### src/rtl/pld_pkg.sv
package pld_pkg;
  localparam int PHASE_W = 16;
  // phase units: 1/64 degree
  localparam logic [PHASE_W-1:0] FULL_TURN = 16'd23040;
  localparam logic [PHASE_W-1:0] HALF_TURN = 16'd11520;
  localparam logic [PHASE_W-1:0] LOCK_TOL  = 16'd64;

  function automatic logic phase_is_lead(logic [PHASE_W-1:0] p);
    return p > HALF_TURN;
  endfunction

  function automatic logic phase_is_locked(logic [PHASE_W-1:0] p);
    return (p < LOCK_TOL) || (p > (FULL_TURN - LOCK_TOL));
  endfunction
endpackage

### src/rtl/pld_edge.sv
module pld_edge #(
  parameter int STAGES = 2
) (
  input  logic clk,
  input  logic rst_n,
  input  logic d,
  output logic rise
);
  logic [STAGES-1:0] sh;
  logic              last;

  for (genvar i = 0; i < STAGES; i++) begin : g_stage
    if (i == 0) begin : g_first
      always_ff @(posedge clk) begin
        if (!rst_n) sh[0] <= 1'b0;
        else        sh[0] <= d;
      end
    end else begin : g_next
      always_ff @(posedge clk) begin
        if (!rst_n) sh[i] <= 1'b0;
        else        sh[i] <= sh[i-1];
      end
    end
  end

  always_ff @(posedge clk) begin
    if (!rst_n) last <= 1'b0;
    else        last <= sh[STAGES-1];
  end

  assign rise = sh[STAGES-1] & ~last;
endmodule

### src/rtl/pld_capture.sv
module pld_capture #(
  parameter int CNT_W = 16
) (
  input  logic             clk,
  input  logic             rst_n,
  input  logic             sync_rise,
  input  logic             gate_rise,
  output logic [CNT_W-1:0] cap_gate,
  output logic [CNT_W-1:0] cap_period,
  output logic             go,
  output logic             bad
);
  localparam logic [CNT_W-1:0] CNT_MAX = '1;

  logic [CNT_W-1:0] cnt;
  logic [CNT_W-1:0] run_gate;
  logic             gate_seen;
  logic             armed;
  logic             at_max;
  logic             first_gate;

  assign at_max     = (cnt == CNT_MAX);
  assign first_gate = gate_rise & ~gate_seen;

  always_ff @(posedge clk) begin
    if (!rst_n) begin
      cnt        <= '0;
      run_gate   <= '0;
      gate_seen  <= 1'b0;
      armed      <= 1'b0;
      cap_gate   <= '0;
      cap_period <= '0;
      go         <= 1'b0;
      bad        <= 1'b0;
    end else begin
      go  <= 1'b0;
      bad <= 1'b0;
      if (sync_rise) begin
        cnt   <= CNT_W'(1);
        armed <= 1'b1;
        if (armed) begin
          cap_gate   <= run_gate;
          cap_period <= cnt;
          go         <= gate_seen & ~at_max;
          bad        <= ~gate_seen | at_max;
        end
        gate_seen <= gate_rise;
        run_gate  <= '0;
      end else begin
        if (!at_max) cnt <= cnt + CNT_W'(1);
        if (first_gate) begin
          gate_seen <= 1'b1;
          run_gate  <= cnt;
        end
      end
    end
  end

  assert_cnt_hold_R8: assert property (@(posedge clk) disable iff (!rst_n)
    (at_max && !sync_rise) |=> at_max);
  assert_gate_once_R3: assert property (@(posedge clk) disable iff (!rst_n)
    (gate_seen && !sync_rise) |=> $stable(run_gate));
  assert_first_arms_R9: assert property (@(posedge clk) disable iff (!rst_n)
    (sync_rise && !armed) |=> (!go && !bad));
  assert_go_bad_excl_R7: assert property (@(posedge clk) disable iff (!rst_n)
    !(go && bad));
endmodule

### src/rtl/pld_divider.sv
module pld_divider #(
  parameter int NUM_W = 31,
  parameter int DEN_W = 16,
  parameter int Q_W   = 16
) (
  input  logic             clk,
  input  logic             rst_n,
  input  logic             start,
  input  logic [NUM_W-1:0] num,
  input  logic [DEN_W-1:0] den,
  output logic             busy,
  output logic             done,
  output logic [Q_W-1:0]   quot
);
  localparam int STEP_W = $clog2(NUM_W);

  logic [DEN_W:0]    rem;
  logic [NUM_W-1:0]  nsh;
  logic [NUM_W-1:0]  q;
  logic [DEN_W-1:0]  den_r;
  logic [STEP_W-1:0] step;
  logic [DEN_W:0]    shifted;
  logic [DEN_W+1:0]  diff;
  logic              borrow;

  assign shifted = {rem[DEN_W-1:0], nsh[NUM_W-1]};
  assign diff    = {1'b0, shifted} - {2'b00, den_r};
  assign borrow  = diff[DEN_W+1];
  assign quot    = q[Q_W-1:0];

  always_ff @(posedge clk) begin
    if (!rst_n) begin
      rem   <= '0;
      nsh   <= '0;
      q     <= '0;
      den_r <= '0;
      step  <= '0;
      busy  <= 1'b0;
      done  <= 1'b0;
    end else begin
      done <= 1'b0;
      if (start && !busy) begin
        rem   <= '0;
        nsh   <= num;
        q     <= '0;
        den_r <= den;
        step  <= '0;
        busy  <= 1'b1;
      end else if (busy) begin
        rem  <= borrow ? shifted : diff[DEN_W:0];
        nsh  <= {nsh[NUM_W-2:0], 1'b0};
        q    <= {q[NUM_W-2:0], ~borrow};
        step <= step + STEP_W'(1);
        if (step == STEP_W'(NUM_W - 1)) begin
          busy <= 1'b0;
          done <= 1'b1;
        end
      end
    end
  end

  assert_quot_fits_R4: assert property (@(posedge clk) disable iff (!rst_n)
    done |-> (q[NUM_W-1:Q_W] == '0));
  assert_rem_below_den_R4: assert property (@(posedge clk) disable iff (!rst_n)
    done |-> (rem < {1'b0, den_r}));
endmodule

### src/rtl/phase_lock_detector.sv
module phase_lock_detector #(
  parameter int CNT_W       = 16,
  parameter int SYNC_STAGES = 2
) (
  input  logic                         clk,
  input  logic                         rst_n,
  input  logic                         sync_in,
  input  logic                         gate_in,
  output logic [CNT_W-1:0]             cap_gate_o,
  output logic [CNT_W-1:0]             cap_period_o,
  output logic [pld_pkg::PHASE_W-1:0]  phase_o,
  output logic                         lead_o,
  output logic                         locked_o,
  output logic                         meas_bad_o,
  output logic                         valid_o
);
  import pld_pkg::*;

  localparam int NUM_W = CNT_W + 15;

  logic                 sync_rise;
  logic                 gate_rise;
  logic                 div_go;
  logic                 period_bad;
  logic                 div_busy;
  logic                 div_done;
  logic [NUM_W-1:0]     div_num;
  logic [PHASE_W-1:0]   div_quot;

  pld_edge #(.STAGES(SYNC_STAGES)) u_sync_edge (
    .clk(clk), .rst_n(rst_n), .d(sync_in), .rise(sync_rise));
  pld_edge #(.STAGES(SYNC_STAGES)) u_gate_edge (
    .clk(clk), .rst_n(rst_n), .d(gate_in), .rise(gate_rise));

  pld_capture #(.CNT_W(CNT_W)) u_capture (
    .clk(clk), .rst_n(rst_n), .sync_rise(sync_rise), .gate_rise(gate_rise),
    .cap_gate(cap_gate_o), .cap_period(cap_period_o),
    .go(div_go), .bad(period_bad));

  assign div_num = NUM_W'(cap_gate_o) * NUM_W'(FULL_TURN);

  pld_divider #(.NUM_W(NUM_W), .DEN_W(CNT_W), .Q_W(PHASE_W)) u_divider (
    .clk(clk), .rst_n(rst_n), .start(div_go), .num(div_num), .den(cap_period_o),
    .busy(div_busy), .done(div_done), .quot(div_quot));

  always_ff @(posedge clk) begin
    if (!rst_n) begin
      phase_o    <= '0;
      lead_o     <= 1'b0;
      locked_o   <= 1'b0;
      meas_bad_o <= 1'b0;
      valid_o    <= 1'b0;
    end else begin
      valid_o <= 1'b0;
      if (div_done) begin
        phase_o    <= div_quot;
        lead_o     <= phase_is_lead(div_quot);
        locked_o   <= phase_is_locked(div_quot);
        meas_bad_o <= 1'b0;
        valid_o    <= 1'b1;
      end else if (period_bad) begin
        locked_o   <= 1'b0;
        meas_bad_o <= 1'b1;
        valid_o    <= 1'b1;
      end
    end
  end

  assert_valid_single_R9: assert property (@(posedge clk) disable iff (!rst_n)
    valid_o |=> !valid_o);
  assert_div_done_R4: assert property (@(posedge clk) disable iff (!rst_n)
    div_done |=> (valid_o && !meas_bad_o));
  assert_div_start_R4: assert property (@(posedge clk) disable iff (!rst_n)
    (div_go && !div_busy) |=> div_busy);
  assert_phase_range_R4: assert property (@(posedge clk) disable iff (!rst_n)
    (valid_o && !meas_bad_o) |-> (phase_o < FULL_TURN));
  assert_cap_order_R2: assert property (@(posedge clk) disable iff (!rst_n)
    (valid_o && !meas_bad_o) |-> (cap_gate_o < cap_period_o));
  assert_bad_unlocks_R7: assert property (@(posedge clk) disable iff (!rst_n)
    (valid_o && meas_bad_o) |-> !locked_o);
endmodule

### config.mk
export PLATFORM = sky130hd
export DESIGN_NAME = phase_lock_detector
export DESIGN_NICKNAME = d
export VERILOG_FILES = /design/src/rtl/pld_pkg.sv /design/src/rtl/pld_edge.sv /design/src/rtl/pld_capture.sv /design/src/rtl/pld_divider.sv /design/src/rtl/phase_lock_detector.sv
export SDC_FILE = /design/constraint.sdc
export NUM_CORES = 1
export LEC_CHECK = 0
export CAP_MARGIN = 10
export CORE_MARGIN = 8
export CORE_UTILIZATION = 54
export DETAILED_ROUTE_END_ITERATION = 7
export PLACE_DENSITY = 0.81
export SLEW_MARGIN = 40
export SYNTH_ARGS = -nofsm -noshare
export SYNTH_HDL_FRONTEND = slang
export SYNTH_SLANG_ARGS = --single-unit
### constraint.sdc
create_clock -name clk -period 3.2 [get_ports clk]
set_input_delay 0.64 -clock clk [delete_from_list [all_inputs] [get_ports clk]]
set_output_delay 0.64 -clock clk [all_outputs]
set_load 0.02 [all_outputs]
# [After elaboration in Yosys (flattened, before gate mapping)]
# Index checks and enable logic that the tools add are counted.
[word_totals] input_bits=4 word_cells=76 ff_bits=171 output_inout_bits=52
[classes] multipliers=1 n_mux=15 addsub=3 n_bitwise=12 n_eq_ne=3 n_reduce_logical=12 magnitude_cmp=3
[op_table] cell="$mux 31" n=2
[op_table] cell="$mul 16x6->22 const B" n=1
[op_table] cell="$sub 17x16->18" n=1
[op_table] cell="$add 16x1->16 const B" n=1
[op_table] cell="$eq 16x16->1 const B" n=1
[op_table] cell="$gt 16x14->1 const B" n=1
[op_table] cell="$gt 16x15->1 const B" n=1
[op_table] cell="$lt 16x7->1 const B" n=1
[op_table] cell="$mux 16" n=1
[op_table] cell="$mux 1" n=12
[op_table] cell="$not 1->1" n=7
[op_table] cell="$reduce_bool 2->1" n=3
[op_table] cell="$reduce_or 2->1" n=3
[op_table] cell="$add 5x1->5 const B" n=1
[op_table] cell="$eq 5x5->1 const B" n=1
[op_table] cell="$and 1x1->1" n=4
[op_table] cell="$reduce_and 3->1" n=1
[op_table] cell="$reduce_or 3->1" n=1
[op_table] cell="$ne 2x2->1 const B" n=1
[op_table] cell="$reduce_and 2->1" n=1
[op_table] cell="$logic_and 1x1->1" n=1
[op_table] cell="$logic_not 1->1" n=1
[op_table] cell="$logic_or 1x1->1" n=1
[op_table] cell="$or 1x1->1" n=1

# [Logic depth before layout (Yosys ltp)]
# Gate-level depths: netlist (run 1).
[logic_depth] word_depth=5 mapped_depth=14 mapped_depth_nobuf=14

# [Cells and area by module]
# Synthesis (run 1) repeated with hierarchy kept, for this count alone.
[hier_totals] hier_cells=1207 area_unflattened_um2=10109.7
[modules_own_cells] module="pld_divider" cells_per_inst=541 n_inst=1 area_per_inst_um2=4490.6 seq_area_each_um2=1721.7
[modules_own_cells] module="phase_lock_detector" cells_per_inst=326 n_inst=1 area_per_inst_um2=2801.4 seq_area_each_um2=400.4
[modules_own_cells] module="pld_capture" cells_per_inst=326 n_inst=1 area_per_inst_um2=2632.5 seq_area_each_um2=1361.3
[modules_own_cells] module="pld_edge" cells_per_inst=7 n_inst=2 area_per_inst_um2=92.6 seq_area_each_um2=60.1

# [Worst setup path before layout (run 1)]
# Ideal clock, no wire load.
[synth_timing] path_type="register to register" start="register u_capture.cap_gate[13]" end="register u_divider.nsh[30]" arrival_ns=3.285 path_stages_with_launch=14 period_less_slack_ns=3.405 path_slack_ns=-0.205 path_cell_list="dfxtp_1 -> ha_1 -> fa_1 -> inv_1 -> fa_1 -> inv_1 -> ha_1 -> clkbuf_1 -> a21o_1 -> a21o_1 -> a22oi_1 -> nand2_1 -> nor4b_1 -> o31a_1"
[synth_between] elab_chain_cells=2
[synth_lines] element="from (decl)" line_no="pld_capture.sv:8" source="output logic [CNT_W-1:0] cap_gate,"
[synth_lines] element="from (signal assigned)" line_no="pld_capture.sv:42" source="cap_gate <= run_gate;"
[synth_lines] element="$mul 16x6->22" line_no="phase_lock_detector.sv:40" source="assign div_num = NUM_W'(cap_gate_o) * NUM_W'(FULL_TURN);"
[synth_lines] element="$mux 31" line_no="pld_divider.sv:42" source="if (start && !busy) begin"
[synth_lines] element="to (signal assigned)" line_no="pld_divider.sv:44" source="nsh <= num;"
[synth_lines] element="to (signal assigned)" line_no="pld_divider.sv:51" source="nsh <= {nsh[NUM_W-2:0], 1'b0};"
[synth_lines] element="to (decl)" line_no="pld_divider.sv:18" source="logic [NUM_W-1:0] nsh;"
# No other way between the ends.
# A chain may end at the register's enable or synchronous reset.

# [Worst setup path in the final report (run 1)]
[layout_timing] start="register u_capture.cap_gate[9]" end="register u_divider.nsh[26]"
# The elaborated chain is that of the path after synthesis.

==> results of run 1 <==
==> metal layers <==
layer / part of all wire / track usage / routed length [um]
met1: 0.42 / 0.2531 / 10520
met2: 0.48 / 0.3405 / 11940
met4: 0.039 / 0.08632 / 958
met5: 0 / 0 / 0
met3: 0.059 / 0.03701 / 1458
==> worst max-delay path, stage by stage, from the launching register on <==
cell      delay, ns
dfxtp_4        0.37
ha_1           0.32
xor2_1         0.17
ha_1           0.27
inv_1          0.05
fa_1           0.50
inv_1          0.08
ha_4           0.27
a21oi_1        0.22
o21ai_1        0.19
buf_4          0.20
a21oi_1        0.19
o21ai_1        0.12
mux2i_1        0.14
a311oi_1       0.19
==> final timing paths <==
kind	from	to	depth (start not counted)
worst max-delay path	u_capture.cap_gate[9]$_SDFFE_PN0P_	u_divider.nsh[26]$_SDFFE_PN0P_	14
worst min-delay path	u_sync_edge.sh[0]$_SDFF_PN0_	u_sync_edge.sh[1]$_SDFF_PN0_	1
worst max register to register	u_capture.cap_gate[9]$_SDFFE_PN0P_	u_divider.nsh[26]$_SDFFE_PN0P_	14
worst min register to register	u_sync_edge.sh[0]$_SDFF_PN0_	u_sync_edge.sh[1]$_SDFF_PN0_	1
==> Yosys cell counts, drive strengths merged, types with 4 or more instances <==
| library cell | count |
|---|---|
| nand2b | 8 |
| dfxtp | 171 |
| nor2b | 24 |
| nor3b | 4 |
| inv | 81 |
| nand4 | 11 |
| nand2 | 169 |
| o21a | 13 |
| a21o | 8 |
| mux2i | 44 |
| o21bai | 5 |
| fa | 20 |
| nand3 | 33 |
| a21boi | 49 |
| ha | 66 |
| and3 | 11 |
| o211a | 7 |
| a211oi | 9 |
| buf | 16 |
| xnor2 | 17 |
| xor2 | 19 |
| o211ai | 14 |
| or3 | 10 |
| clkbuf | 41 |
| nor4 | 5 |
| a31oi | 16 |
| nor3 | 15 |
| a21oi | 64 |
| and2 | 8 |
| nor2 | 71 |
| o21ai | 51 |
| nand3b | 4 |
==> power groups by stage <==
stage | combinational (uW) | sequential, uW | clock, uW
CTS | 83.2 | 2140 | 2030
finish | 84.6 | 2140 | 2010
global placement | 82.0 | 2190 | 0
global route | 92.1 | 2140 | 2120
detailed placement | 83.2 | 2190 | 0
floorplan | 63.7 | 2190 | 0
==> cell type report <==
class,count,area (um2),share of cell area
inverters,82,307.8,0.02647
repair buffers,103,909.6,0.07822
flip-flops and latches,171,3456,0.2972
well taps,225,281.5,0.02421
multi-input cells,814,6095,0.5241
clock buffers,17,425.4,0.03658
clock inverters,15,153.9,0.01323
==> registers in the layout (all words and copies together) (netlist names), 2 cells and up <==
register and count:
u_divider.nsh 22, phase_o 16, u_capture.cap_gate 16, u_capture.cap_period 16
u_capture.cnt 16, u_capture.run_gate 16, u_divider.den_r 16, u_divider.q 16
u_divider.rem 16, u_divider.step 5, u_gate_edge.sh 2, u_sync_edge.sh 2
==> cell families (layout without fill, tap and decap cells) <==
| logic type | after synthesis | in the layout | share of synthesized area |
|---|---|---|---|
| fa+ha+maj | 86 | 86 | 0.1286 |
| buf+inv | 139 | 217 | 0.05759 |
| mux | 44 | 44 | 0.04618 |
| flops | 171 | 171 | 0.3589 |
| simple gates | 381 | 381 | 0.1876 |
| xor+xnor | 36 | 36 | 0.03306 |
| compound gates | 267 | 267 | 0.1881 |
==> placed cells by master (no fill, tap or decap), types with 13 or more instances in the layout <==
cell and n:
dfxtp_1 157, buf_4 47, inv_1 71, fa_1 18
nand3_1 29, nor2_1 70, a31oi_1 14, o21ai_0 41
a21oi_1 52, xnor2_1 14, nor2b_1 23, o21a_1 13
ha_4 26, ha_1 39, clkbuf_16 17, nand2_1 166
nor3_1 14, a21boi_0 49, mux2i_1 44, xor2_1 19
clkdlybuf4s50_1 54
==> per-stage QoR <==
stage | setup WS [ns] | setup TNS (ns)
finish | -0.1887 | -0.7537
detailed placement | -0.2089 | -0.9319
floorplan | -0.003607 | -0.003607
global placement | -0.06761 | -0.1399
CTS | -0.004731 | -0.004731
global route | -0.4187 | -2.167
==> what timing repair did <==
item,4_1_cts,5_1_grt
buffers inserted,0,5
endpoints found under the setup margin,13,12
resized for setup,33,60
pin swaps,13,32
==> run metrics, run 1 <==
status=complete, but fails checks; failing checks=negative setup slack; Util after Layout=0.6723; Clock Sinks=171; average cell area after synthesis=8.486 um2; Final #Nets=1279; synthesized area=around 9500 um2; leading area contributor after synthesis=dfxtp_1; Data arrival, critical path=3.73 ns; Post-synth EDFFs=0; sw frac=0.2451; Core ar.=17300 um2; Synth async-reset ratio=0; vias in the first global route=7820; syn nets=1214; final hold violations=0; Diodes inserted=0; critical path fanouts, max=6; layout cell share with drive strength beyond 1=0.1506; Clk network pwr share=0.475; Final Cycle Share=1.059; antenna violations before repair=0; max-slew violation count=0; Hold Slack=0.4403 ns; total power=4230 uW; fmax=roughly 0.30 GHz; max_slew headroom=0.5192; clk_lat worst skew=approximately 0.44 ns; part of the power in combinational logic=0.020; min Tclk post-route=3.389 ns; RePlAce Congestion=0.8425; IO Count=56; Crit Path Category=flip-flop to flip-flop; Final setup viols=9; fin worst setup slack=-0.1887 ns; P_sw=just over 1000 uW; Post-DP Area=approximately 10000 um2; Total GRT Usage=0.2037; Slew @ Worst Pin=between 0.7 and 0.8 ns; hpwl dp=15670 um; First-pass DRT Iterations=5; detailed-route wire length=around 25000 um; maximum VDD drop=approximately 0.44 mV; post-DR wirelength/cell=17.43 um; leading post-synthesis cells by cell area=dfxtp_1 36%, ha_1 8.7%, nand2_1 6.7%; max cap viols=0; H-tree Lvls=4; Remaining DRCs=0; Flop pwr share=0.505; Yosys reg bits=171; Area Overhead vs Synth=21.92%; number of buffers on the longest clock path=2; crit start category=flip-flop; Die H=148.9 um; r2r setup slk=-0.19 ns; die area=about 22000 um2; CTS root buffer=clkbuf_16; dpl cells=1390; via count=8337; clock tree from TritonCTS=yes; Initial Utilization=0.5514; clk slew on worst S/H paths=0.07 ns; CP Capture Type=flip-flop; Ys Warns=0; clock skew=between 0.01 and 0.015 ns; FP Rows=48; Top FF cell, synth=dfxtp_1; Layout Cells excl Fill=approximately 1.4k; synthesized netlist cell count=1124; Critical Path RT=3.54 ns; Tightest Hold Check Type=flip-flop to flip-flop; gr ovfl total=0; Die Wd=around 150 um; area share of the largest cell type after synthesis=0.3589; post-synthesis sequential area ratio=0.3589; largest net degree at the start of global routing=54; fill count=between 1k and 1.5k; first-pass GRT wire length=around 38000 um; PortBufs=55; Post-DRT Antenna Nets=0; pwr/cell area=363.8 nW/um2; RSZ-0062 raised after global routing=yes; P_int=3193 uW; clock buffer count from CTS=17; vias per cell=5.842; Unique masters post-synth=68; Starting DRT DRC Count=607; hold_buf cts=0; post-route cell area=11630 um2; Leakage=0.004451 uW
Note: power is estimated with default switching activity, not from simulation.
==> run 2: changes to the inputs <==
SKIP_CTS_REPAIR_TIMING = 1   (was not set)
==> run 2 against run 1 <==
Compared with the run above:
- the flow still finishes with violations (negative setup slack)
- critical path depth decreased by 3
- power decreased by 0.26%
- register-to-register slack improved by 0.08 ns
- utilization decreased by 0.36 points
- routed wire length decreased by 4.3%
- clock power about the same
- global-route usage decreased by 0.88 points
- combinational power about the same
- via count decreased by 1.5%
- first-iteration DRC count decreased by 1.3%
- clock skew increased by 0.0015 ns
==> run metrics, run 2 (synthesized netlist as in run 1, its figures left out) <==
failing checks=negative setup slack (unchanged); max-slew violation count=0 (unchanged); Die Wd=148.9 um (unchanged); pwr/cell area=364.8 nW/um2 (was 363.8 nW/um2); clock buffer count from CTS=17 (unchanged); Biggest register=u_divider.nsh (unchanged); vias in the first global route=7589 (was 7820); clock skew=0.01259 ns (was 0.01105 ns); Post-DRT Antenna Nets=0 (unchanged); critical path fanouts, max=4 (was 6); max_slew headroom=0.5113 (was 0.5192); Slew @ Worst Pin=0.7309 ns (was 0.7190 ns); via count=8211 (was 8337); post-DR wirelength/cell=16.67 um (was 17.43 um); Final setup viols=3 (was 9); Core ar.=17300 um2 (unchanged); PortBufs=55 (unchanged); detailed-route wire length=23810 um (was 24880 um); Crit. path cell count=11 (was 14); First-pass DRT Iterations=6 (was 5); max cap viols=0 (unchanged); Total GRT Usage=0.1949 (was 0.2037); H-tree Lvls=4 (unchanged); layout cell share with drive strength beyond 1=0.1455 (was 0.1506); Hold Slack=0.4408 ns (was 0.4403 ns); first-pass GRT wire length=36160 um (was 37620 um); Top cell by count, worst path=ha_4; gr ovfl total=0 (unchanged); fmax=0.3021 GHz (was 0.2951 GHz); max reg flops=22 (unchanged); FP Rows=48 (unchanged); slowest stage cell, crit path=fa_2 (was fa_1); most common cell after layout, fill and taps aside=nand2_1 (unchanged); crit start category=flip-flop (unchanged); Starting DRT DRC Count=599 (was 607); Min-Delay Path Depth=1 (unchanged); Cell Chain, Critical Path=buf_6 > ha_4 > fa_2 > fa_1 > ha_4 > nand3_2 > nand2_4 > o41ai_4 > o21ai_1 > mux2i_1 > a311oi_1 (was ha_1 > xor2_1 > ha_1 > inv_1 > fa_1 > inv_1 > ha_4 > a21oi_1 > o21ai_1 > buf_4 > a21oi_1 > o21ai_1 > mux2i_1 > a311oi_1); commonest non-fill, non-tap cells in the layout=166 x nand2_1, 157 x dfxtp_1, 75 x inv_1 (was 166 x nand2_1, 157 x dfxtp_1, 71 x inv_1); IO Count=56 (unchanged); die area=22170 um2 (unchanged); hpwl dp=15670 um (unchanged); Tightest Hold Check Type=flip-flop to flip-flop (unchanged); Die H=148.9 um (unchanged); maximum VDD drop=0.4340 mV (was 0.4441 mV); vias per cell=5.750 (was 5.842); Util after Layout=0.6687 (was 0.6723); Final #Nets=1280 (was 1279); fin worst setup slack=-0.1107 ns (was -0.1887 ns); status=complete, but fails checks (unchanged); clk_lat worst skew=0.44 ns (about the same); Final Cycle Share=1.035 (was 1.059); Critical Path RT=3.50 ns (was 3.54 ns); largest net degree at the start of global routing=54 (unchanged); number of buffers on the longest clock path=2 (unchanged); min Tclk post-route=3.311 ns (was 3.389 ns); Crit Path Category=flip-flop to flip-flop (unchanged); Diodes inserted=0 (unchanged); fill count=1324 (was 1317); RePlAce Congestion=0.8425 (unchanged); Initial Utilization=0.5514 (unchanged); Area Overhead vs Synth=21.26% (was 21.92%); Clock Sinks=171 (unchanged); clk slew on worst S/H paths=0.07 ns (about the same); CTS root buffer=clkbuf_16 (unchanged); CP Capture Type=flip-flop (unchanged); Data arrival, critical path=3.61 ns (was 3.73 ns); Leakage=0.004465 uW (was 0.004451 uW); Buf+Inv Stages, Crit Path=1 (was 3); Remaining DRCs=0 (unchanged); RSZ-0062 raised after global routing=yes (unchanged); antenna violations before repair=0 (unchanged); clock tree from TritonCTS=yes (unchanged); Reg2Reg Depth=11 (was 14); Crit path max-delay family=adder cells (unchanged); crit-path max cell delay=0.57 ns (was 0.50 ns); final hold violations=0 (unchanged)
-- run 2: final cells by class --
class                   count  area, um2  area share
clock buffers              17      425.4     0.03678
multi-input cells         814       6032      0.5215
clock inverters            15      153.9     0.01331
repair buffers            104      917.1     0.07929
well taps                 225      281.5     0.02434
inverters                  82      307.8     0.02661
flip-flops and latches    171       3448      0.2981
-- run 2: power breakdown --
part	internal, uW	switching, uW	total (uW)
registers	2130	7.93	2140
logic	29.3	55.0	84.3
clock network	1030	960	1990
-- run 2: routing by layer --
metal  vias up  track usage  share of wire
met5         -            0              0
met4         0      0.06058          0.022
met3        62      0.03610          0.044
met2       230       0.3301           0.49
met1      3906       0.2463           0.44
li1       4013            -              -
-- run 2: final timing paths --
path	startpoint	to	slack [ns]
setup / recovery	u_capture.cap_gate[3]$_SDFFE_PN0P_	u_divider.nsh[26]$_SDFFE_PN0P_	-0.11
hold reg to reg	u_sync_edge.sh[0]$_SDFF_PN0_	u_sync_edge.sh[1]$_SDFF_PN0_	0.44
hold / removal	u_sync_edge.sh[0]$_SDFF_PN0_	u_sync_edge.sh[1]$_SDFF_PN0_	0.44
setup reg to reg	u_capture.cap_gate[3]$_SDFFE_PN0P_	u_divider.nsh[26]$_SDFFE_PN0P_	-0.11
-- run 2: per-stage QoR --
stage / setup TNS (ns) / worst slack [ns] / instance area (um2) / std cells / power [uW]
4_1_cts: -1.417 / -0.2307 / 11080 / 1422 / 4252
6_report: -0.1360 / -0.1107 / 11570 / 1428 / 4219
5_1_grt: -0.9430 / -0.2291 / 11570 / 1428 / 4346
2_1_floorplan: -0.003607 / -0.003607 / 9585 / 1124 / 2252
3_5_place_dp: -0.9319 / -0.2089 / 10500 / 1390 / 2274
3_3_place_gp: -0.1399 / -0.06761 / 10490 / 1390 / 2272
-- run 2: worst register-to-register path, cell delays in order, from the launching register on --
cell and delay [ns]:
dfxtp_2 0.34, buf_6 0.13, ha_4 0.25, fa_2 0.57, fa_1 0.45, ha_4 0.20
nand3_2 0.09, nand2_4 0.08, o41ai_4 0.45, o21ai_1 0.12, mux2i_1 0.16, a311oi_1 0.33
